==> src/rtl/attr_pkg.sv <==
package attr_pkg;
  typedef enum logic {SEL_INDEX = 1'b0, SEL_DATA = 1'b1} reg_sel_e;

  // foreground select after underline, blink hiding and cursor inversion
  function automatic logic apply_effects(logic font_bit, logic ul_hit,
                                         logic hide, logic cur_hit);
    return ((font_bit | ul_hit) & ~hide) ^ cur_hit;
  endfunction
endpackage

==> src/rtl/attr_palette.sv <==
module attr_palette
  import attr_pkg::*;
#(
  parameter int PIX_W = 4,
  parameter int COL_W = 6
) (
  input  logic             clk,
  input  logic             rst_n,
  input  logic             reg_we,
  input  logic             reg_addr,
  input  logic [COL_W-1:0] reg_wdata,
  output logic [COL_W-1:0] reg_rdata,
  input  logic [PIX_W-1:0] look_idx,
  output logic [COL_W-1:0] look_color
);
  localparam int NENT = 1 << PIX_W;

  logic [PIX_W-1:0] idx_q, idx_d;
  logic             idx_en;
  logic [COL_W-1:0] pal_q [NENT];

  always_comb begin
    idx_en = reg_we && (reg_addr == SEL_INDEX);
    idx_d  = reg_wdata[PIX_W-1:0];
  end

  always_ff @(posedge clk or negedge rst_n) begin
    if (!rst_n)      idx_q <= '0;
    else if (idx_en) idx_q <= idx_d;
  end

  for (genvar g = 0; g < NENT; g++) begin : g_entry
    logic wr_hit;
    always_comb wr_hit = reg_we && (reg_addr == SEL_DATA) && (idx_q == PIX_W'(g));
    always_ff @(posedge clk or negedge rst_n) begin
      if (!rst_n)      pal_q[g] <= '0;
      else if (wr_hit) pal_q[g] <= reg_wdata;
    end
  end

  always_comb begin
    look_color = pal_q[look_idx];
    if (reg_addr == SEL_DATA) reg_rdata = pal_q[idx_q];
    else                      reg_rdata = COL_W'(idx_q);
  end
endmodule

==> src/rtl/attr_blink_timer.sv <==
module attr_blink_timer #(
  parameter int BLINK_FRAMES = 16
) (
  input  logic clk,
  input  logic rst_n,
  input  logic frame_start,
  output logic blink_off
);
  localparam int CNT_W = (BLINK_FRAMES > 1) ? $clog2(BLINK_FRAMES) : 1;

  logic [CNT_W-1:0] cnt_q, cnt_d;
  logic             off_q, off_d;

  always_comb begin
    cnt_d = cnt_q;
    off_d = off_q;
    if (frame_start) begin
      if (cnt_q == CNT_W'(BLINK_FRAMES - 1)) begin
        cnt_d = '0;
        off_d = ~off_q;
      end else begin
        cnt_d = cnt_q + 1'b1;
      end
    end
  end

  always_ff @(posedge clk or negedge rst_n) begin
    if (!rst_n) begin
      cnt_q <= '0;
      off_q <= 1'b0;
    end else if (frame_start) begin
      cnt_q <= cnt_d;
      off_q <= off_d;
    end
  end

  assign blink_off = off_q;
endmodule

==> src/rtl/attr_text_decode.sv <==
module attr_text_decode
  import attr_pkg::*;
#(
  parameter int PIX_W  = 4,
  parameter int FONT_W = 8,
  parameter int SCAN_W = 5
) (
  input  logic                 clk,
  input  logic                 rst_n,
  input  logic                 pix_valid,
  input  logic                 load,
  input  logic                 mode_gfx,
  input  logic [FONT_W-1:0]    font_byte,
  input  logic [2*PIX_W-1:0]   attr_byte,
  input  logic                 cursor_here,
  input  logic [PIX_W-1:0]     gfx_pix,
  input  logic [SCAN_W-1:0]    scan_line,
  input  logic                 frame_start,
  input  logic                 blink_en,
  input  logic                 blink_off,
  input  logic                 ul_en,
  input  logic [SCAN_W-1:0]    ul_line,
  input  logic                 cur_en,
  input  logic [SCAN_W-1:0]    cur_start,
  input  logic [SCAN_W-1:0]    cur_end,
  output logic                 v_a,
  output logic [PIX_W-1:0]     idx_a,
  output logic                 ph_a
);
  localparam int ATTR_W = 2 * PIX_W;

  logic [FONT_W-1:0] shreg_q, shreg_d, font_cur;
  logic [ATTR_W-1:0] attr_q, attr_cur;
  logic              curh_q, curh_cur;
  logic              ph_q, ph_d;
  logic [PIX_W-1:0]  fg, bg, text_idx, idx_d;
  logic              blinking, ul_hit, cur_hit, sel;

  always_comb begin
    font_cur = load ? font_byte   : shreg_q;
    attr_cur = load ? attr_byte   : attr_q;
    curh_cur = load ? cursor_here : curh_q;
    shreg_d  = {font_cur[FONT_W-2:0], 1'b0};

    fg = attr_cur[PIX_W-1:0];
    bg = blink_en ? {1'b0, attr_cur[ATTR_W-2:PIX_W]} : attr_cur[ATTR_W-1:PIX_W];
    blinking = blink_en & attr_cur[ATTR_W-1];
    ul_hit   = ul_en && (scan_line == ul_line);
    cur_hit  = cur_en && curh_cur && (scan_line >= cur_start) && (scan_line <= cur_end);
    sel      = apply_effects(font_cur[FONT_W-1], ul_hit, blinking & blink_off, cur_hit);
    text_idx = sel ? fg : bg;
    idx_d    = mode_gfx ? gfx_pix : text_idx;

    ph_d = ph_q;
    if (frame_start)    ph_d = 1'b0;
    else if (pix_valid) ph_d = ~ph_q;
  end

  always_ff @(posedge clk or negedge rst_n) begin
    if (!rst_n) begin
      shreg_q <= '0;
      attr_q  <= '0;
      curh_q  <= 1'b0;
      idx_a   <= '0;
      ph_a    <= 1'b0;
    end else if (pix_valid) begin
      shreg_q <= shreg_d;
      attr_q  <= attr_cur;
      curh_q  <= curh_cur;
      idx_a   <= idx_d;
      ph_a    <= ph_q;
    end
  end

  always_ff @(posedge clk or negedge rst_n) begin
    if (!rst_n) begin
      v_a  <= 1'b0;
      ph_q <= 1'b0;
    end else begin
      v_a  <= pix_valid;
      ph_q <= ph_d;
    end
  end
endmodule

==> src/rtl/attr_out_stage.sv <==
module attr_out_stage #(
  parameter int PIX_W = 4,
  parameter int COL_W = 6,
  parameter int EXT_W = 2
) (
  input  logic                   clk,
  input  logic                   rst_n,
  input  logic                   v_a,
  input  logic [PIX_W-1:0]       idx_a,
  input  logic                   ph_a,
  input  logic                   mode_256,
  input  logic [COL_W-1:0]       color,
  output logic                   out_valid,
  output logic [COL_W+EXT_W-1:0] out_color
);
  localparam int OUT_W = COL_W + EXT_W;

  logic [EXT_W-1:0] hi_q, hi_d;
  logic [OUT_W-1:0] col_q, col_d;
  logic             ov_q, ov_d, col_en;

  always_comb begin
    hi_d  = hi_q;
    col_d = col_q;
    ov_d  = 1'b0;
    if (v_a) begin
      if (!mode_256) begin
        col_d = {{EXT_W{1'b0}}, color};
        ov_d  = 1'b1;
      end else if (!ph_a) begin
        hi_d = idx_a[EXT_W-1:0];
      end else begin
        col_d = {hi_q, color};
        ov_d  = 1'b1;
      end
    end
    col_en = ov_d;
  end

  always_ff @(posedge clk or negedge rst_n) begin
    if (!rst_n) begin
      hi_q  <= '0;
      col_q <= '0;
      ov_q  <= 1'b0;
    end else begin
      ov_q <= ov_d;
      if (v_a)    hi_q  <= hi_d;
      if (col_en) col_q <= col_d;
    end
  end

  assign out_valid = ov_q;
  assign out_color = col_q;
endmodule

==> src/rtl/attr_pixgen.sv <==
module attr_pixgen
  import attr_pkg::*;
#(
  parameter int PIX_W        = 4,
  parameter int COL_W        = 6,
  parameter int EXT_W        = 2,
  parameter int FONT_W       = 8,
  parameter int SCAN_W       = 5,
  parameter int BLINK_FRAMES = 16
) (
  input  logic                   clk,
  input  logic                   rst_n,
  input  logic                   reg_we,
  input  logic                   reg_addr,
  input  logic [COL_W-1:0]       reg_wdata,
  output logic [COL_W-1:0]       reg_rdata,
  input  logic                   pix_valid,
  input  logic                   load,
  input  logic [FONT_W-1:0]      font_byte,
  input  logic [2*PIX_W-1:0]     attr_byte,
  input  logic                   cursor_here,
  input  logic [SCAN_W-1:0]      scan_line,
  input  logic [PIX_W-1:0]       gfx_pix,
  input  logic                   frame_start,
  input  logic                   mode_gfx,
  input  logic                   mode_256,
  input  logic                   blink_en,
  input  logic                   ul_en,
  input  logic [SCAN_W-1:0]      ul_line,
  input  logic                   cur_en,
  input  logic [SCAN_W-1:0]      cur_start,
  input  logic [SCAN_W-1:0]      cur_end,
  output logic                   out_valid,
  output logic [COL_W+EXT_W-1:0] out_color
);
  logic             rst_meta, rst_q;
  logic             blink_off, v_a, ph_a;
  logic [PIX_W-1:0] idx_a;
  logic [COL_W-1:0] look_color;

  // assert asynchronously, release on the clock
  always_ff @(posedge clk or negedge rst_n) begin
    if (!rst_n) begin
      rst_meta <= 1'b0;
      rst_q    <= 1'b0;
    end else begin
      rst_meta <= 1'b1;
      rst_q    <= rst_meta;
    end
  end

  attr_palette #(.PIX_W(PIX_W), .COL_W(COL_W)) u_pal (
    .clk(clk), .rst_n(rst_q), .reg_we(reg_we), .reg_addr(reg_addr),
    .reg_wdata(reg_wdata), .reg_rdata(reg_rdata),
    .look_idx(idx_a), .look_color(look_color)
  );

  attr_blink_timer #(.BLINK_FRAMES(BLINK_FRAMES)) u_blink (
    .clk(clk), .rst_n(rst_q), .frame_start(frame_start), .blink_off(blink_off)
  );

  attr_text_decode #(.PIX_W(PIX_W), .FONT_W(FONT_W), .SCAN_W(SCAN_W)) u_dec (
    .clk(clk), .rst_n(rst_q), .pix_valid(pix_valid), .load(load),
    .mode_gfx(mode_gfx), .font_byte(font_byte), .attr_byte(attr_byte),
    .cursor_here(cursor_here), .gfx_pix(gfx_pix), .scan_line(scan_line),
    .frame_start(frame_start), .blink_en(blink_en), .blink_off(blink_off),
    .ul_en(ul_en), .ul_line(ul_line), .cur_en(cur_en),
    .cur_start(cur_start), .cur_end(cur_end),
    .v_a(v_a), .idx_a(idx_a), .ph_a(ph_a)
  );

  attr_out_stage #(.PIX_W(PIX_W), .COL_W(COL_W), .EXT_W(EXT_W)) u_out (
    .clk(clk), .rst_n(rst_q), .v_a(v_a), .idx_a(idx_a), .ph_a(ph_a),
    .mode_256(mode_256), .color(look_color),
    .out_valid(out_valid), .out_color(out_color)
  );
endmodule

==> config.mk <==
export PLATFORM = sky130hd
export DESIGN_NAME = attr_pixgen
export DESIGN_NICKNAME = d
export VERILOG_FILES = /design/src/rtl/attr_pkg.sv /design/src/rtl/attr_palette.sv /design/src/rtl/attr_blink_timer.sv /design/src/rtl/attr_text_decode.sv /design/src/rtl/attr_out_stage.sv /design/src/rtl/attr_pixgen.sv
export SDC_FILE = /design/constraint.sdc
export NUM_CORES = 1
export LEC_CHECK = 0
export ABC_AREA = 1
export BUFFER_PORTS_ARGS = -buffer_cell sky130_fd_sc_hd__buf_2
export CAP_MARGIN = 20
export CORE_MARGIN = 4
export CORE_UTILIZATION = 50
export DETAILED_ROUTE_END_ITERATION = 12
export GPL_ROUTABILITY_DRIVEN = 0
export PLACE_DENSITY = 0.72
export SLEW_MARGIN = 20
export SYNTH_ARGS = -nofsm -noshare
export SYNTH_HDL_FRONTEND = slang
export SYNTH_HIERARCHICAL = 1
export SYNTH_SLANG_ARGS = --single-unit
export TNS_END_PERCENT = 1
==> constraint.sdc <==
create_clock -name clk -period 4.1 [get_ports clk]
set_clock_uncertainty 0.2 [all_clocks]
set_input_delay 0 -clock clk [delete_from_list [all_inputs] [get_ports clk]]
set_output_delay 0 -clock clk [all_outputs]
set_load 0.1 [all_outputs]
### Word level (Yosys, flattened, before mapping)

Index checks and enable logic that the tools add are counted.

| word-level totals | value |
|---|---|
| input port bits | 59 |
| register bits | 141 |
| output and inout port bits | 15 |
| logic and storage cells | 114 |

| operators by class | value |
|---|---|
| add/sub/neg operators | 1 |
| equality and inequality tests | 18 |
| mux-type cells | 21 |
| bitwise operators | 12 |
| reduce and logical (&&, ||, !) cells | 27 |
| $lt $le $gt $ge | 4 |

Operators by type and width:

| cell | number |
|---|---|
| $bmux 6 s4 | 2 |
| $eq 4x4->1 const B | 9 |
| $mux 8 | 4 |
| $mux 6 | 5 |
| $logic_and 1x1->1 | 22 |
| $eq 4x3->1 const B | 4 |
| $mux 4 | 4 |
| $ge 5x5->1 const B | 2 |
| $not 4->5 | 2 |
| $eq 4x2->1 const B | 2 |
| $mux 1 | 6 |
| $reduce_and 3->1 | 2 |
| $eq 5x5->1 | 1 |
| $ge 5x5->1 | 1 |
| $le 5x5->1 | 1 |
| $not 1->1 | 5 |
| $add 4x1->4 const B | 1 |
| $eq 4x1->1 const B | 1 |
| $logic_not 4->1 | 1 |
| $and 1x1->1 | 3 |
| $ne 2x1->1 const B | 1 |
| $reduce_and 2->1 | 1 |
| $reduce_bool 2->1 | 1 |
| $or 1x1->1 | 1 |
| $xor 1x1->1 | 1 |

### Longest topological paths before layout

| depth | value |
|---|---|
| word-level depth | 8 |
| mapped depth | 14 |
| mapped depth without buffers | 14 |

### Cells and area by module

The synthesis kept the hierarchy.

Modules (own cells, without submodules):

| module | cells an instance | area each (µm²) | instances |
|---|---|---|---|
| attr_palette | 799 | 5769.3 | 1 |
| attr_text_decode | 225 | 1619.1 | 1 |
| attr_out_stage | 47 | 447.9 | 1 |
| attr_blink_timer | 29 | 252.7 | 1 |
| attr_pixgen | 3 | 53.8 | 1 |

### Worst setup path after synthesis

OpenSTA, ideal clock, no wires.

| timing path | value |
|---|---|
| path type | flip-flop to output port |
| start | reg u_pal.idx_q[0] |
| end | out reg_rdata[4] |
| cell stages (with the launch flop) | 10 |
| data arrival time | 2.343 ns |
| path buffers | 2 |
| setup slack | 1.557 ns |
| required time | 3.900 ns |
| path through | dfrtp_1 -> buf_6 -> buf_6 -> nor2_4 -> a21oi_1 -> nand2_1 -> nand2_1 -> nand2_1 -> nor2_1 -> nor2_1 |

| between the ends | value |
|---|---|
| cells in the longest elaborated chain, start to end | 5 |

RTL lines:

| element | RTL line | RTL |
|---|---|---|
| start, declared | attr_palette.sv:18 | `logic [PIX_W-1:0] idx_q, idx_d;` |
| start signal, assigned | attr_palette.sv:29 | `else if (idx_en) idx_q <= idx_d;` |
| $not 4->5 (implied by the code) | attr_palette.sv:43 | `if (reg_addr == SEL_DATA) reg_rdata = pal_q[idx_q];` |
| $bmux 6 s4 | attr_palette.sv:43 |  |
| $mux 6 (implied by the code) (2 in series) | attr_palette.sv:43 |  |
| $mux 6 | attr_palette.sv:43 |  |
| end, declared | attr_pixgen.sv:16 | `output logic [COL_W-1:0] reg_rdata,` |

No other way between the ends. The select of a mux whose other input is x is not followed.

### Worst setup path after layout

| timing path | value |
|---|---|
| start | reg u_pal.idx_q[0] |
| end | out reg_rdata[1] |

Same word-level chain as after synthesis.

==> results.cfg <==
[outcome]
status = complete, no violations

[die]
floorplan.die.height_um = 136
chipWidth_um = 136
std_cell_rows = 46
initial_core_util_pct = 51.1
die_ar_um2 = 18400
fp.coreArea_um2 = 15900
num_io_pins = 74

[setup_path]
critical_path.max_stage_delay_ns = 0.93
timing.critical_path.mode_cell = nand2_1
criticalPathCategory = reg2out
crit_required_ns = 3.90
critical_path.endpoint_type = output pin
crit_path_max_fanout = 41
critical_path_arrival_ns = 2.73
startpoint_type = flop
path_cells = buf_4 > nand2_1 > nand2_1 > nand2_1 > nand2_1 > nand2_1 > nand3_1 > nor2_1 > nor2_1 > buf_2
crit_path_top_delay_cell = dfrtp_2

[timing]
finalSetupViolCount = 0
drv_slew = 0
fmaxAchievable_mhz = 342
setup_tns_ns = 0
timing.final.crit_period_ns = 2.93
max_slew_headroom_pct = 41.4
final.period_utilization_pct = 71.4
worstMarginPinSlew_ns = 0.878
timing.final.hold_violations = 0
grt_setup_unrepaired = false

[route]
wl_per_cell_um = 16.3
drt-initial-drc-count = 891
post-route-drc-count = 0
via_per_inst = 5.47
detail_route.first_pass.iterations = 6
drt.antenna.violating_nets = 0
route.final.wire_length_mm = 23.0
dr_vias = 7718

[synth]
dominantRegCellSynth = dfrtp_1
yosys_warnings = 6
synth.yosys.seq_area_share_pct = 43.3
synth-seq-cells = 141
synth_edf_count = 0
asyncSetResetFlopFracSynth_pct = 100
netlist.top_cell.by_area = dfrtp_1
synth_area_leaders = dfrtp_1 43%, nand2_1 17%, o21ai_0 5.3%
avgSynthCellArea_um2 = 7.38
yosysUniqueCellTypes = 34
synth.net_count = 1173
synthesis.instances = 1103
synth_top_area_share_pct = 43.3
syn_area_um2 = 8140

[clocking]
numClockSinks = 141
cts_tree = built
h-tree-depth = 4
ctsRootBufferMaster = clkbuf_16
number_of_buffers_created_by_cts = 17
cts.clk_slew.worst_paths_ns = 0.06
clk-insertion-delay-late_ns = 0.42
clock_tree.buffer_depth = 2

[global_routing]
grt_antenna_before_repair = 0
grt_start_max_net_pins = 77
gr-total-overflow = 0
grtUsageTotal_pct = 26.6
number_of_global_route_vias_before_repair = 7435
first_pass_grt_wire_length_mm = 38.5

[power]
worst_ir_drop_vdd_v = 0.000316
internal-power_mw = 3.35
power.leakage_nw = 4.75
power_frac_comb_pct = 29.1
fin_total_pwr_mw = 5.32
power-per-cell-area_nw_per_um2 = 559
switching_share_pct = 37.0
seq_power_share_pct = 39.6
pwr-share-clk_pct = 31.2
power.switching_mw = 1.97

[final_layout]
syn_to_final_growth_pct = 17.1
final_net_count = 1251
number_of_antenna_cells_inserted = 0
fill_cells = 1461
layout-drive-gt1-share_pct = 13.6

[run]
count_of_max_cap_constraint_violations = 0

[placed_design]
port-buffer-count = 73
place_hpwl_mm = 14.4

[worst_hold_path]
hold_path.class = in2reg
area by class of cell:
| type | count | area, µm² | share of cell area [%] |
|---|---|---|---|
| well taps | 216 | 270 | 2.84 |
| inverters | 83 | 317 | 3.32 |
| clock inverters | 10 | 160 | 1.68 |
| repair buffers | 123 | 863 | 9.06 |
| multi-input cells | 815 | 3900 | 41.0 |
| flip-flops and latches | 141 | 3530 | 37.1 |
| clock buffers | 22 | 484 | 5.08 |
cells in the mapped netlist (2+ instances only):
library cell and count:
o211ai_1 22, a21oi_2 3, o21ai_0 87, mux2i_1 4, buf_4 10, clkinv_1 2
inv_2 3, buf_2 27, nand4_1 10, nand3_2 2, nand2_4 5, ha_1 11
nand3_1 66, nor2_4 7, inv_1 76, o21ai_1 76, a21oi_1 31, buf_6 11
nand2_1 379, clkbuf_1 16, inv_4 2, nor3_4 3, nor2_1 80, nand2_2 6
o21ai_2 15, dfrtp_1 141
power groups by stage:
| stage | combinational (mW) | clock (mW) | sequential [mW] |
|---|---|---|---|
| floorplan | 1.06 | 0 | 2.15 |
| global placement | 1.45 | 0 | 2.11 |
| detailed placement | 1.49 | 0 | 2.11 |
| CTS | 1.53 | 1.69 | 2.10 |
| global route | 1.73 | 1.76 | 2.16 |
| finish | 1.55 | 1.66 | 2.11 |
registers in the layout, summed over array words and instances, names as in the netlist, 2 cells and up:
| signal | count |
|---|---|
| u_pal/pal_q | 96 |
| u_dec/attr_q | 8 |
| u_out/out_color | 8 |
| u_dec/shreg_q | 7 |
| u_blink/cnt_q | 4 |
| u_dec/idx_a | 4 |
| u_pal/idx_q | 4 |
| u_out/hi_q | 2 |
placed cells by master, fill, tap and decap left out, types with 2 or more instances in the layout:
cell / instances
a21oi_1: 31
a21oi_2: 3
buf_2: 73
buf_4: 5
bufinv_16: 4
clkbuf_16: 17
clkbuf_8: 4
clkinv_1: 2
clkinv_2: 3
clkinv_4: 2
dfrtp_1: 139
dlygate4sd3_1: 44
ha_1: 11
inv_1: 76
inv_2: 3
inv_4: 2
mux2i_1: 4
nand2_1: 379
nand2_2: 6
nand2_4: 5
nand3_1: 66
nand3_2: 2
nand4_1: 10
nor2_1: 80
nor2_4: 7
nor3_4: 3
o211ai_1: 22
o21ai_0: 87
o21ai_1: 76
o21ai_2: 15
metrics by stage:
stage               worst slack [ns]  cell area [µm²]  util, %  hold WS [ns]  std cells
floorplan                       1.56             8140        -        -0.496       1103
global placement                1.63             8450     53.0        -0.413       1334
detailed placement              1.59             8450     53.0        -0.413       1334
CTS                             1.17             9530     59.8        0.0104       1410
global route                   0.958             9530     59.8        0.0332       1410
finish                          1.17             9530     59.8        0.0134       1410
worst max-delay path: cells and delay by family (launching register included):
family | cells | cell delay (ns)
buf+inv | 2 | 0.74
flops | 1 | 0.93
simple gates | 8 | 0.64
path summary, 6_finish.rpt:
kind	startpoint	end	slack, ns	cells after the start
worst max-delay path	u_pal/idx_q[0]$_DFFE_PN0P_	reg_rdata[1]	1.17	10
worst min register to register	rst_meta$_DFF_PN0_	rst_q$_DFF_PN0_	0.15	0
max in group asynchronous	rst_q$_DFF_PN0_	u_pal/pal_q[61]$_DFFE_PN0P_	2.57	1
worst min-delay path	reg_wdata[4]	u_pal/pal_q[52]$_DFFE_PN0P_	0.01	3
min in group asynchronous	rst_n	rst_q$_DFF_PN0_	0.22	3
worst max register to register	u_pal/idx_q[0]$_DFFE_PN0P_	u_pal/pal_q[63]$_DFFE_PN0P_	1.58	5
routing by layer:
metal,vias to the layer above,GRT usage [%],part of all wire [%]
met4,0,12.2,3.4
met1,3577,35.3,42
met3,56,6.35,7.5
met5,-,0,0
li1,3732,-,-
met2,353,41.3,47
logic make-up (layout without fill, tap and decap cells):
| logic type | count (synthesis) | in the layout | share of synthesized area (%) |
|---|---|---|---|
| XOR/XNOR | 1 | 1 | 0.108 |
| AND/OR/NAND/NOR | 563 | 563 | 29.6 |
| AO/OA/AOI/OAI | 234 | 234 | 15.9 |
| flip-flops | 141 | 141 | 43.3 |
| multiplexers | 5 | 5 | 0.630 |
| buffers and inverters | 147 | 238 | 8.73 |
| other | 1 | 1 | 0.0461 |
| adder cells (fa/ha/maj) | 11 | 11 | 1.69 |
timing repair:
action	CTS	global route
hold endpoints to repair	45	0
buffers inserted	0	0
gates resized for setup	0	0
hold buffers	44	0
(Power assumes the default switching activity.)
